--- src/rtl/srq_pkg.sv ---
package srq_pkg;
  localparam int unsigned SRQ_CMP_W = 9;

  typedef enum logic [1:0] {
    SRQ_LINE_LO = 2'd0,
    SRQ_LINE_HI = 2'd1,
    SRQ_STATUS  = 2'd2,
    SRQ_ENABLE  = 2'd3
  } srq_addr_e;
endpackage

--- src/rtl/srq_line_counter.sv ---
module srq_line_counter #(
  parameter int unsigned LOG_LINES   = 312,
  parameter int unsigned SPAN_BORDER = 3,
  parameter int unsigned SPAN_DISP   = 5,
  parameter int unsigned DISP_FIRST  = 78,
  parameter int unsigned DISP_LAST   = 233,
  parameter int unsigned LEAD_LINES  = 6
) (
  input  logic                         clk,
  input  logic                         rst_n,
  input  logic                         line_strobe,
  input  logic                         frame_start,
  output logic [$clog2(LOG_LINES)-1:0] line_o,
  output logic                         first_line_o
);
  localparam int unsigned LINE_W    = $clog2(LOG_LINES);
  localparam int unsigned MAX_SPAN  = (SPAN_DISP > SPAN_BORDER) ? SPAN_DISP : SPAN_BORDER;
  localparam int unsigned SUB_W     = $clog2(MAX_SPAN);
  localparam int unsigned SYNC_LINE = LEAD_LINES / SPAN_BORDER;
  localparam int unsigned SYNC_SUB  = LEAD_LINES % SPAN_BORDER;

  logic [LINE_W-1:0] line_q, line_d;
  logic [SUB_W-1:0]  sub_q, sub_d;
  logic              strb_q;
  logic              in_disp;
  logic [SUB_W-1:0]  last_sub;

  assign in_disp  = (line_q >= LINE_W'(DISP_FIRST)) && (line_q <= LINE_W'(DISP_LAST));
  assign last_sub = in_disp ? SUB_W'(SPAN_DISP - 1) : SUB_W'(SPAN_BORDER - 1);

  always_comb begin
    line_d = line_q;
    sub_d  = sub_q;
    if (line_strobe) begin
      if (frame_start) begin
        line_d = LINE_W'(SYNC_LINE);
        sub_d  = SUB_W'(SYNC_SUB);
      end else if (sub_q == last_sub) begin
        sub_d  = '0;
        line_d = (line_q == LINE_W'(LOG_LINES - 1)) ? '0 : line_q + 1'b1;
      end else begin
        sub_d  = sub_q + 1'b1;
      end
    end
  end

  always_ff @(posedge clk or negedge rst_n) begin
    if (!rst_n) begin
      line_q <= '0;
      sub_q  <= '0;
      strb_q <= 1'b0;
    end else begin
      strb_q <= line_strobe;
      if (line_strobe) begin
        line_q <= line_d;
        sub_q  <= sub_d;
      end
    end
  end

  assign line_o       = line_q;
  assign first_line_o = strb_q && (sub_q == '0);
endmodule

--- src/rtl/srq_event_regs.sv ---
module srq_event_regs
  import srq_pkg::*;
(
  input  logic                 clk,
  input  logic                 rst_n,
  input  logic                 reg_wr,
  input  logic [1:0]           reg_addr,
  input  logic [7:0]           reg_wdata,
  input  logic [SRQ_CMP_W-1:0] line_i,
  input  logic                 first_line_i,
  output logic [7:0]           reg_rdata,
  output logic [SRQ_CMP_W-1:0] cmp_o,
  output logic                 pend_o,
  output logic                 en_o,
  output logic                 irq_o
);
  srq_addr_e            addr;
  logic [SRQ_CMP_W-1:0] cmp_q, cmp_d;
  logic                 pend_q, pend_d;
  logic                 en_q, en_d;
  logic                 irq_q, irq_d;
  logic                 hit, clr;

  assign addr = srq_addr_e'(reg_addr);
  assign hit  = first_line_i && (line_i == cmp_q);
  assign clr  = reg_wr && (addr == SRQ_STATUS) && reg_wdata[0];

  always_comb begin
    cmp_d  = cmp_q;
    en_d   = en_q;
    pend_d = hit || (pend_q && !clr);
    irq_d  = pend_q && en_q;
    if (reg_wr && addr == SRQ_LINE_LO) cmp_d[7:0] = reg_wdata;
    if (reg_wr && addr == SRQ_LINE_HI) cmp_d[8]   = reg_wdata[7];
    if (reg_wr && addr == SRQ_ENABLE)  en_d       = reg_wdata[0];
  end

  always_ff @(posedge clk or negedge rst_n) begin
    if (!rst_n) begin
      cmp_q  <= '0;
      pend_q <= 1'b0;
      en_q   <= 1'b0;
      irq_q  <= 1'b0;
    end else begin
      if (reg_wr) begin
        cmp_q <= cmp_d;
        en_q  <= en_d;
      end
      pend_q <= pend_d;
      irq_q  <= irq_d;
    end
  end

  always_comb begin
    unique case (addr)
      SRQ_LINE_LO: reg_rdata = line_i[7:0];
      SRQ_LINE_HI: reg_rdata = {line_i[8], 7'b0};
      SRQ_STATUS:  reg_rdata = {pend_q && en_q, 6'b0, pend_q};
      default:     reg_rdata = {7'b0, en_q};
    endcase
  end

  assign cmp_o  = cmp_q;
  assign pend_o = pend_q;
  assign en_o   = en_q;
  assign irq_o  = irq_q;
endmodule

--- src/rtl/scaled_raster_irq.sv ---
module scaled_raster_irq
  import srq_pkg::*;
#(
  parameter int unsigned LOG_LINES   = 312,
  parameter int unsigned SPAN_BORDER = 3,
  parameter int unsigned SPAN_DISP   = 5,
  parameter int unsigned DISP_FIRST  = 78,
  parameter int unsigned DISP_LAST   = 233,
  parameter int unsigned LEAD_LINES  = 6
) (
  input  logic       clk,
  input  logic       rst_n,
  input  logic       line_strobe,
  input  logic       frame_start,
  input  logic       reg_wr,
  input  logic [1:0] reg_addr,
  input  logic [7:0] reg_wdata,
  output logic [7:0] reg_rdata,
  output logic       irq_o
);
  localparam int unsigned LINE_W = $clog2(LOG_LINES);

  logic                 rst_meta, rst_sync_n;
  logic [LINE_W-1:0]    line_cnt;
  logic [SRQ_CMP_W-1:0] line_ext;
  logic [SRQ_CMP_W-1:0] cmp_val;
  logic                 first_line;
  logic                 raster_pend;
  logic                 irq_en;

  always_ff @(posedge clk or negedge rst_n) begin
    if (!rst_n) begin
      rst_meta   <= 1'b0;
      rst_sync_n <= 1'b0;
    end else begin
      rst_meta   <= 1'b1;
      rst_sync_n <= rst_meta;
    end
  end

  srq_line_counter #(
    .LOG_LINES  (LOG_LINES),
    .SPAN_BORDER(SPAN_BORDER),
    .SPAN_DISP  (SPAN_DISP),
    .DISP_FIRST (DISP_FIRST),
    .DISP_LAST  (DISP_LAST),
    .LEAD_LINES (LEAD_LINES)
  ) u_counter (
    .clk         (clk),
    .rst_n       (rst_sync_n),
    .line_strobe (line_strobe),
    .frame_start (frame_start),
    .line_o      (line_cnt),
    .first_line_o(first_line)
  );

  assign line_ext = SRQ_CMP_W'(line_cnt);

  srq_event_regs u_regs (
    .clk         (clk),
    .rst_n       (rst_sync_n),
    .reg_wr      (reg_wr),
    .reg_addr    (reg_addr),
    .reg_wdata   (reg_wdata),
    .line_i      (line_ext),
    .first_line_i(first_line),
    .reg_rdata   (reg_rdata),
    .cmp_o       (cmp_val),
    .pend_o      (raster_pend),
    .en_o        (irq_en),
    .irq_o       (irq_o)
  );
endmodule

--- config.mk ---
export PLATFORM = sky130hd
export DESIGN_NAME = scaled_raster_irq
export DESIGN_NICKNAME = d
export VERILOG_FILES = /design/src/rtl/srq_pkg.sv /design/src/rtl/srq_line_counter.sv /design/src/rtl/srq_event_regs.sv /design/src/rtl/scaled_raster_irq.sv
export SDC_FILE = /design/constraint.sdc
export NUM_CORES = 1
export LEC_CHECK = 0
export ABC_CLOCK_PERIOD_IN_PS = 850
export BUFFER_PORTS_ARGS = -buffer_cell sky130_fd_sc_hd__buf_4
export CORE_MARGIN = 2
export CORE_UTILIZATION = 51
export CTS_BUF_LIST = sky130_fd_sc_hd__clkbuf_8 sky130_fd_sc_hd__clkbuf_16
export DETAILED_ROUTE_END_ITERATION = 10
export PLACE_DENSITY = 0.85
export SLEW_MARGIN = 20
export SYNTH_ARGS = -nofsm -noshare
export SYNTH_HDL_FRONTEND = slang
export SYNTH_SLANG_ARGS = --single-unit
--- constraint.sdc ---
create_clock -name clk -period 0.85 [get_ports clk]
set_input_delay 0 -clock clk [delete_from_list [all_inputs] [get_ports clk]]
set_output_delay 0 -clock clk [all_outputs]
set_load 0.005 [all_outputs]
==> results_dict.tcl, run 1 <==
set metrics [dict create \
    status "stopped before the end" \
    haltStage "5_1_grt" \
    error_line "[ERROR GRT-0232] Routing congestion too high. Check the congestion heatmap in the GUI." \
    yosysTopAreaCell "dfrtp_1" \
    h-tree-depth 1 \
    worst-ep-kind "sequential cell input" \
    routabilityCongestion 0.860 \
    synth_area_leaders "dfrtp_1, mux2_2, ha_1" \
    clock-sinks 27 \
    ios 24 \
    place_area_um2 2340 \
    synth.top_cells.by_count "dfrtp_1, inv_1, nor2_1" \
    synth_top_family_by_area "compound AO/OA/AOI/OAI gates" \
    avgSynthCellArea_um2 10.3 \
    initial_core_util_pct 54.5 \
    synth_edf_count 0 \
    worst_endpoint "u_counter.line_o[1]$_DFFE_PN0P_/D" \
    synth-compound-area-share_pct 19.4 \
    synth_xor_area_share_pct 4.62 \
    synthesis.area_um2 1710 \
    yosys.area_share.simple_pct 16.3 \
    detailed_place_hpwl_um 3680 \
    synth_fa_ha_area_share_pct 3.67 \
    io_buffers 23 \
    root_buffer "clkbuf_8" \
    row_count 20 \
    seq_area_frac_synth_pct 39.6 \
    async_reset_ff_share_pct 100 \
    synth.most_common_cell "dfrtp_1" \
    synth_nets 186 \
    fp.dieW_um 61.8 \
    numCtsBuffers 3 \
    antenna_found_initial 1 \
    syn_inst 166 \
    clockBufferDepth 2 \
    die_h_um 61.8 \
    dp_cells 279 \
    grt_max_degree 26 \
    muxShareOfSynthArea_pct 9.32 \
    grtUsageTotal_pct 71.4 \
    synth.top_cell.area_share_pct 39.6 \
    yosysUniqueCellTypes 49 \
    grt_overflow 18 \
    ys.flop_type "dfrtp_1" \
    yosysWarnings 0 \
    pre_cts_ws_ns -1.18 \
    ys_ff_latch 27 \
]
## cell families after synthesis
family | after synthesis
compound gates | 39
xor+xnor | 9
fa+ha+maj | 5
buf+inv | 23
flops | 27
mux | 14
other cells | 1
simple gates | 48
## metrics by stage
step                      setup TNS, ns  utilization (%)
after floorplan                  -11.67                -
after global placement           -14.44             74.8
after detailed placement         -16.40             74.8
after CTS                        -16.35             87.9
## repair_timing
action / 4_1_cts
endpoints found under the setup margin: 21
pin swaps: 17
hold buffers: 9
resized for setup: 51
hold endpoints to repair: 12
buffers inserted: 7
## layer usage
metal | GRT overflow | track usage [%]
met5 | 0 | 5.71
met2 | 9 | 89.9
met4 | 9 | 72.9
met1 | 0 | 72.3
met3 | 0 | 52.8
==> run 2, diff against run 1 <==
- ABC_CLOCK_PERIOD_IN_PS: 850 -> 1100
- CORE_UTILIZATION: 51 -> 40
- CTS_BUF_LIST: sky130_fd_sc_hd__clkbuf_8 sky130_fd_sc_hd__clkbuf_16 -> default
- PLACE_DENSITY: 0.85 -> default
- PLACE_DENSITY_LB_ADDON: default -> 0.15
- clock period: 0.85 -> 1.1 ns (I/O delays scaled with it)
==> run 2 against run 1 <==
Against the previous run:
- the flow now finishes, with violations (negative setup slack)
- synthesized area did not move
- synthesized cell count did not move
==> results_dict.tcl, run 2 <==
set metrics [dict create \
    fin_total_pwr_mw 4.71 \
    die_h_um 69.3 \
    yosysUniqueCellTypes 49 \
    ys.flop_type "dfrtp_1" \
    critPathSlowestCell "dfrtp_2" \
    critPathKind "register to register" \
    crit_family "compound AO/OA/AOI/OAI gates" \
    detailed_place_hpwl_um 3490 \
    rsz0062_at_grt "true" \
    worstPathCellList "inv_2 -> ha_4 -> o211ai_4 -> a211o_4 -> o2111ai_4 -> a31oi_4 -> mux2_4" \
    routed_via_density 5.48 \
    layout_common_cells "buf_4, buf_6, dfrtp_1" \
    yosysTopAreaCell "dfrtp_1" \
    seq_area_frac_synth_pct 39.6 \
    wire_per_inst_um 17.0 \
    wl_um 5230 \
    final_common_cell "buf_4" \
    multi_input_area_um2 1160 \
    ios 24 \
    remaining_drc_errors 0 \
    end_kind "register" \
    ys_ff_latch 27 \
    p_per_area_nw_per_um2 1650 \
    diodes 0 \
    vdd_drop_max_mv 1.14 \
    setup_slack_ns -0.859 \
    antenna_left 0 \
    status "finished with violations" \
    root_buffer "clkbuf_8" \
    synth_nets 186 \
    cts_tree "done" \
    grtUsageTotal_pct 23.2 \
    firstDrtPassIters 4 \
    startpoint "u_counter.line_o[0]$_DFFE_PN0P_" \
    synth.most_common_cell "dfrtp_1" \
    period_needed_ns 1.96 \
    final_max_slew_viol_count 0 \
    layout.cells.non_filler 307 \
    maxCapViolCount 0 \
    violations "negative setup slack" \
    yosysWarnings 0 \
    avgSynthCellArea_um2 10.3 \
    fill_cells 279 \
    die_area_um2 4800 \
    async_reset_ff_share_pct 100 \
    clockBufferDepth 2 \
    min_path_type "input port to asynchronous set/reset pin" \
    regArea_um2 684 \
    io_buffers 23 \
    p_leak_nw 1.22 \
    fin_tns_setup_ns -11.21 \
    grt_pass1_wl_um 8910 \
    routabilityCongestion 0.851 \
    h-tree-depth 1 \
    finalClockSkew_ns 0.00704 \
    synth_edf_count 0 \
    clock-sinks 27 \
    cts.clk_slew.worst_paths_ns 0.10 \
    r2r_cells 7 \
    grt_max_degree 18 \
    clkLatencyLatePin_ns 0.29 \
    core_um2 4060 \
    period_share_pct 178 \
    synthesis.area_um2 1710 \
    hold_slack_ns 0.0221 \
    utilization_pct 70.3 \
    grt_overflow 0 \
    required_ns 1.29 \
    syn_inst 166 \
    fmax_ghz 0.511 \
    layout-drive-gt1-share_pct 61.5 \
    row_count 23 \
    hold_viol 0 \
    fin_nets 278 \
    crit_fanout 4 \
    critPathMaxStageDelay_ns 0.45 \
    dp_cells 281 \
    numCtsBuffers 3 \
    setup-violations-final 21 \
    synth_area_leaders "dfrtp_1, mux2_2, ha_1" \
    vias 1681 \
    synth.top_cells.by_count "dfrtp_1, inv_1, nor2_1" \
    drtIter0Drc 171 \
    path_buf_inv 1 \
    worstSetupStartpointType "register" \
    antenna_found_initial 0 \
    initial_core_util_pct 42.0 \
    grt_pass1_vias 1845 \
    synth.top_cell.area_share_pct 39.6 \
    fp.dieW_um 69.3 \
    critPathArrivalTime_ns 2.15 \
    r2r-start "u_counter.line_o[0]$_DFFE_PN0P_" \
    r2r-end "u_counter.line_o[1]$_DFFE_PN0P_" \
    area_growth_pct 67.2 \
    regToRegSetupSlack_ns -0.86 \
]
run 2: kinds of logic (layout without fill, tap and decap cells):
family	count (synthesis)	after routing	synth area share (%)
other cells	1	1	0.220
fa+ha+maj	5	5	3.67
mux	14	14	9.32
xor+xnor	9	9	4.62
simple gates	48	48	16.3
compound gates	39	39	19.4
flops	27	27	39.6
buf+inv	23	114	6.82
run 2: how the worst max path moves through the flow:
stage / end / slack, ns / cells past startpoint
after global placement: u_counter.line_o[2]$_DFFE_PN0P_ / -0.82 / 7
final: u_counter.line_o[1]$_DFFE_PN0P_ / -0.86 / 7
after global routing: u_counter.line_o[0]$_DFFE_PN0P_ / -0.94 / 11
after CTS: u_counter.line_o[1]$_DFFE_PN0P_ / -0.85 / 8
after detailed placement: u_counter.line_o[2]$_DFFE_PN0P_ / -0.94 / 7
after floorplan: u_counter.line_o[1]$_DFFE_PN0P_ / -0.85 / 7
run 2: area by class of cell:
type | instances | area share, %
sequential | 27 | 24.0
tap | 50 | 2.19
clock buffer | 3 | 1.45
inverter | 15 | 2.41
timing repair buffer | 95 | 29.0
multi-input combinational | 116 | 40.7
clock inverter | 1 | 0.307
run 2: layer usage:
| layer | part of all wire (%) | wire, µm | global-route usage [%] |
|---|---|---|---|
| met5 | 0 | 0 | 0 |
| met4 | 1.9 | 98 | 8.28 |
| met3 | 3.7 | 191 | 3.05 |
| met2 | 51 | 2650 | 40.5 |
| met1 | 44 | 2290 | 29.3 |
run 2: timing repair:
action / CTS / global route
hold endpoints to repair: 13 / 0
setup endpoints to repair: 21 / 21
gates resized for setup: 46 / 29
hold buffers: 10 / 0
buffers inserted: 7 / 6
pin swaps: 12 / 22
run 2: power by group:
part | leakage, nW | total [mW] | internal (mW) | switching (mW)
clock | 0.0261 | 0.633 | 0.268 | 0.365
combinational | 0.863 | 2.62 | 1.45 | 1.17
sequential | 0.328 | 1.46 | 1.21 | 0.253
run 2: per-stage QoR:
step | setup WS, ns | area, µm²
2_1_floorplan | -0.853 | 1730
5_1_grt | -0.937 | 2850
4_1_cts | -0.846 | 2680
3_5_place_dp | -0.938 | 2290
3_3_place_gp | -0.820 | 2290
6_report | -0.859 | 2850
(Power assumes the default switching activity.)
==> run 3, diff against run 2 <==
- SKIP_LAST_GASP: default -> 1
==> run 3 against run 2 <==
Against the previous run:
- the flow still finishes with violations (negative setup slack)
- utilization fell by 0.19 points
- non-clock buffer count rose by 3
- sequential cell count unchanged
- combinational power hardly changed
- fmax shrank 0.18%
- sequential share of layout area grew 0.063 points
- clock-buffer cell count unchanged
- via count grew 3.6%
- clock skew grew 0.0020 ns
- hold slack worse by 0.0011 ns
- largest cell class unchanged
==> results_dict.tcl, run 3 (synthesized netlist as in run 2, its figures left out) <==
set metrics [dict create \
    status "finished with violations" \
    violations "negative setup slack" \
    routabilityCongestion 0.851 \
    antenna_found_initial 0 \
    die_h_um 69.3 \
    hold_viol 0 \
    fp.dieW_um 69.3 \
    core_um2 4060 \
    critPathKind "register to register" \
    io_buffers 23 \
    numCtsBuffers 3 \
    setup_slack_ns -0.862 \
    grt_max_degree 18 \
    finalClockSkew_ns 0.00902 \
    p_per_area_nw_per_um2 1660 \
    pre_cts_ws_ns -0.938 \
    grtUsageTotal_pct 23.2 \
    layout-drive-gt1-share_pct 59.2 \
    antenna_left 0 \
    ios 24 \
    grt_overflow 0 \
    die_area_um2 4800 \
    remaining_drc_errors 0 \
    fmax_ghz 0.510 \
    required_ns 1.28 \
    cp_common_cell "buf_6" \
    r2r-start "u_counter.line_o[0]$_DFFE_PN0P_" \
    layout.cells.non_filler 310 \
    end_kind "register" \
    dp_cells 281 \
    critPathMaxStageDelay_ns 0.45 \
    cts.clk_slew.worst_paths_ns 0.11 \
    clkLatencyLatePin_ns 0.30 \
    period_needed_ns 1.96 \
    final_common_cell "buf_4" \
    critPathArrivalTime_ns 2.14 \
    diodes 0 \
    setup-violations-final 21 \
    h-tree-depth 1 \
    initial_core_util_pct 42.0 \
    clockPowerShare_pct 13.6 \
    multi_input_area_um2 1140 \
    hold_slack_ns 0.0210 \
    grt_pass1_vias 1870 \
    crit_family "compound AO/OA/AOI/OAI gates" \
    p_comb_share_pct 55.6 \
    period_share_pct 178 \
    regArea_um2 684 \
    row_count 23 \
    wl_um 5600 \
    fin_nets 281 \
    rsz0062_at_grt "true" \
    cts_tree "done" \
    p_leak_nw 1.22 \
    worstSetupStartpointType "register" \
    vias 1742 \
    startpoint "u_counter.line_o[0]$_DFFE_PN0P_" \
    worstPathCellList "inv_2 -> ha_4 -> o211ai_4 -> buf_6 -> a211oi_4 -> buf_6 -> a211oi_2 -> buf_4 -> o21ai_1 -> a22oi_2" \
    routed_via_density 5.62 \
    detailed_place_hpwl_um 3490 \
    p_int_mw 2.91 \
    final_max_slew_viol_count 0 \
    fin_tns_setup_ns -11.66 \
    fin_total_pwr_mw 4.72 \
    layout_common_cells "buf_4, dfrtp_1, buf_6" \
    wire_per_inst_um 18.0 \
    maxCapViolCount 0 \
    fill_cells 275 \
    clock-sinks 27 \
    swShare_pct 38.3 \
    path_buf_inv 4 \
    vdd_drop_max_mv 1.13 \
    drtIter0Drc 116 \
    root_buffer "clkbuf_8" \
    min_path_type "input port to asynchronous set/reset pin" \
    crit_fanout 7 \
    grt_pass1_wl_um 8890 \
    switchingPower_mw 1.81 \
    firstDrtPassIters 4 \
    clockBufferDepth 2 \
    seqPwrFrac_pct 30.8 \
    area_growth_pct 66.8 \
    critPathSlowestCell "dfrtp_2" \
]
[run 3: cell count changes in the layout (fill, tap and decap cells not counted)]
| cell | delta |
|---|---|
| buf_4 | +5 |
| inv_1 | +3 |
| inv_4 | -3 |
| o21ai_1 | +3 |
| o21ai_2 | -3 |
| buf_6 | -2 |
| or4b_1 | +1 |
| or4b_4 | -1 |
[run 3: timing repair]
item,4_1_cts,5_1_grt
cloned,0,0
setup endpoints to repair,21,21
hold endpoints to repair,13,0
gates resized for setup,37,25
hold buffers,10,0
pin swaps,11,15
setup buffers,7,9
[run 3: power groups by stage]
| stage | clock network, mW | logic [mW] | registers [mW] |
|---|---|---|---|
| after detailed placement | 0 | 1.79 | 1.44 |
| after global routing | 0.703 | 2.79 | 1.48 |
| after global placement | 0 | 1.75 | 1.43 |
| final | 0.644 | 2.62 | 1.45 |
| after floorplan | 0 | 0.986 | 1.43 |
| after CTS | 0.656 | 2.19 | 1.44 |
[run 3: worst register-to-register path: stages, from the launching register on]
cell	delay [ns]
dfrtp_2	0.45
inv_2	0.09
ha_4	0.14
o211ai_4	0.08
buf_6	0.13
a211oi_4	0.25
buf_6	0.16
a211oi_2	0.06
buf_4	0.18
o21ai_1	0.20
a22oi_2	0.10
[run 3: metal layers]
metal	GRT usage, %	share of wire, %
met5	0	0
met4	9.15	2.4
met3	3.05	5.2
met2	40.1	51
met1	29.2	41
[run 3: area by class of cell]
class                   count  share of cell area, %
flip-flops and latches     27                   24.1
clock inverters             1                  0.308
clock buffers               3                   1.45
inverters                  15                   2.16
well taps                  50                   2.20
multi-input cells         116                   40.3
repair buffers             98                   29.6
[run 3: per-stage QoR]
step                      util, %  area, µm²
after CTS                    65.4       2650
after floorplan                 -       1730
after detailed placement     56.5       2290
final                        70.1       2840
after global routing         70.1       2840
after global placement       56.5       2290
[run 3: path summary, 6_finish.rpt]
check | cells after the start | endpoint | slack (ns)
min in group clk | 4 | u_counter.line_o[3]$_DFFE_PN0P_ | 0.05
max | 10 | u_counter.line_o[4]$_DFFE_PN0P_ | -0.86
max in group asynchronous | 1 | u_counter.line_o[0]$_DFFE_PN0P_ | 0.68
max reg2reg | 10 | u_counter.line_o[4]$_DFFE_PN0P_ | -0.86
min | 2 | rst_sync_n$_DFF_PN0_ | 0.02
min reg2reg | 1 | u_counter.strb_q$_DFF_PN0_ | 0.18
==> run 4, diff against run 3 <==
==> constraint.sdc (replaced) <==
create_clock -name clk -period 1.1 [get_ports clk]
set_input_delay 0.22 -clock clk [delete_from_list [all_inputs] [get_ports clk]]
set_output_delay 0.22 -clock clk [all_outputs]
set_load 0.005 [all_outputs]
==> run 4 against run 3 <==
Against the previous run:
- the run still ends with negative setup slack left
- die area did not move
- fmax rose by 1.3%
- global-route usage fell by 2.8 points
- clock-buffer cell count did not move
- via count fell by 5.7%
- non-clock buffer count rose by 2
- clock power fell by 2%
- clock skew fell by 0.0028 ns
- sequential power barely moved
- first-iteration DRC count fell by 37%
- largest cell class unchanged
- highest routed layer unchanged
==> results_dict.tcl, run 4 (synthesized netlist as in run 2, its figures left out) <==
set metrics [dict create \
    status "finished with violations" \
    violations "negative setup slack" \
    layout-drive-gt1-share_pct 59.9 \
    vias 1642 \
    antenna_found_initial 0 \
    r2r_cells 8 \
    cts.clk_slew.worst_paths_ns 0.11 \
    fp.dieW_um 69.3 \
    detailed_place_hpwl_um 3460 \
    swShare_pct 36.7 \
    end_kind "register" \
    multi_input_area_um2 1080 \
    clockBufferDepth 2 \
    p_int_mw 2.85 \
    fill_cells 333 \
    grt_max_degree 26 \
    critPathMaxStageDelay_ns 0.44 \
    grtUsageTotal_pct 20.3 \
    die_h_um 69.3 \
    dp_cells 294 \
    ios 24 \
    grt_pass1_wl_um 7890 \
    fin_tns_setup_ns -13.07 \
    setup_slack_ns -0.837 \
    p_per_area_nw_per_um2 1650 \
    fmax_ghz 0.516 \
    wl_um 4760 \
    fin_total_pwr_mw 4.50 \
    clkLatencyLatePin_ns 0.29 \
    io_buffers 23 \
    initial_core_util_pct 42.0 \
    final_common_cell "buf_4" \
    setup-violations-final 21 \
    drtIter0Drc 73 \
    p_leak_nw 1.23 \
    utilization_pct 67.3 \
    rsz0062_at_grt "true" \
    place_area_um2 2390 \
    row_count 23 \
    cts_tree "done" \
    firstDrtPassIters 4 \
    wire_per_inst_um 15.3 \
    routabilityCongestion 0.896 \
    critPathSlowestCell "dfrtp_2" \
    hold_viol 0 \
    clockPowerShare_pct 14.0 \
    critPathKind "register to register" \
    antenna_left 0 \
    p_comb_share_pct 54.2 \
    regArea_um2 682 \
    switchingPower_mw 1.65 \
    die_area_um2 4800 \
    period_needed_ns 1.94 \
    critPathArrivalTime_ns 2.14 \
    min_path_type "input port to register" \
    worstSetupStartpointType "register" \
    h-tree-depth 1 \
    grt_pass1_vias 1754 \
    required_ns 1.31 \
    finalClockSkew_ns 0.00621 \
    area_growth_pct 60.2 \
    seqPwrFrac_pct 31.8 \
    grt_overflow 0 \
    hold_path_depth 2 \
    final_max_slew_viol_count 0 \
    maxCapViolCount 0 \
    numCtsBuffers 3 \
    clock-sinks 27 \
    core_um2 4060 \
    crit_fanout 4 \
    fin_nets 283 \
    remaining_drc_errors 0 \
    worstPathCellList "inv_2 -> ha_4 -> o211ai_4 -> a211o_4 -> o2111ai_4 -> a31oi_4 -> buf_4 -> a22oi_1" \
    vdd_drop_max_mv 0.789 \
    diodes 0 \
    final_area_um2 2730 \
    period_share_pct 176 \
    layout_common_cells "buf_4, dfrtp_1, nor2_1" \
    root_buffer "clkbuf_8" \
    layout.cells.non_filler 312 \
    routed_via_density 5.26 \
]
==> run 4: through the flow <==
stage	worst slack, ns	hold WS [ns]
final	-0.837	0.154
after global routing	-0.910	0.147
after CTS	-0.790	0.148
after detailed placement	-0.879	0.00313
after global placement	-0.834	0.00267
after floorplan	-0.853	-0.0756
==> run 4: final cells by class <==
class,count,share of cell area (%)
tap,50,2.29
multi-input combinational,116,39.4
clock buffer,3,1.51
timing repair buffer,100,29.3
inverter,15,2.24
clock inverter,1,0.321
sequential,27,25.0
==> run 4: power by group through the flow <==
stage          sequential (mW)  clock [mW]  combinational, mW
3_3_place_gp              1.43           0               1.89
3_5_place_dp              1.44           0               1.92
4_1_cts                   1.42       0.656               2.25
5_1_grt                   1.46       0.684               2.62
2_1_floorplan             1.43           0              0.986
6_report                  1.43       0.629               2.44
==> run 4: worst paths after layout <==
| check | slack (ns) | endpoint | from |
|---|---|---|---|
| setup / recovery | -0.84 | u_counter.line_o[8]$_DFFE_PN0P_ | u_counter.line_o[0]$_DFFE_PN0P_ |
| hold / removal | 0.15 | u_regs.cmp_o[5]$_DFFE_PN0P_ | reg_wdata[5] |
| setup reg to reg | -0.84 | u_counter.line_o[8]$_DFFE_PN0P_ | u_counter.line_o[0]$_DFFE_PN0P_ |
| hold reg to reg | 0.24 | u_regs.cmp_o[7]$_DFFE_PN0P_ | rst_sync_n$_DFF_PN0_ |
| max in group asynchronous | 0.58 | u_counter.line_o[3]$_DFFE_PN0P_ | rst_sync_n$_DFF_PN0_ |
| min in group asynchronous | 0.24 | rst_sync_n$_DFF_PN0_ | rst_n |
==> run 4: repair_timing <==
action	CTS	global route
buffers inserted	9	5
pin swaps	5	10
endpoints found under the setup margin	21	21
resized for setup	28	14
hold buffers	1	0
hold endpoints to repair	2	0
==> run 4: metal layers <==
metal,share of wire [%],up-vias,GRT usage (%)
met4,1.9,0,6.75
met3,3.6,11,3.34
met2,51,32,37.2
met1,44,799,23.9
met5,0,-,0
li1,-,800,-
==> run 4: worst max-delay path: cells and delay by family (launching register included) <==
| kind | cells | cell delay [ns] |
|---|---|---|
| AOI/OAI and AO/OA | 5 | 1.02 |
| adders and majority gates | 1 | 0.13 |
| buffers and inverters | 2 | 0.26 |
| DFF | 1 | 0.44 |
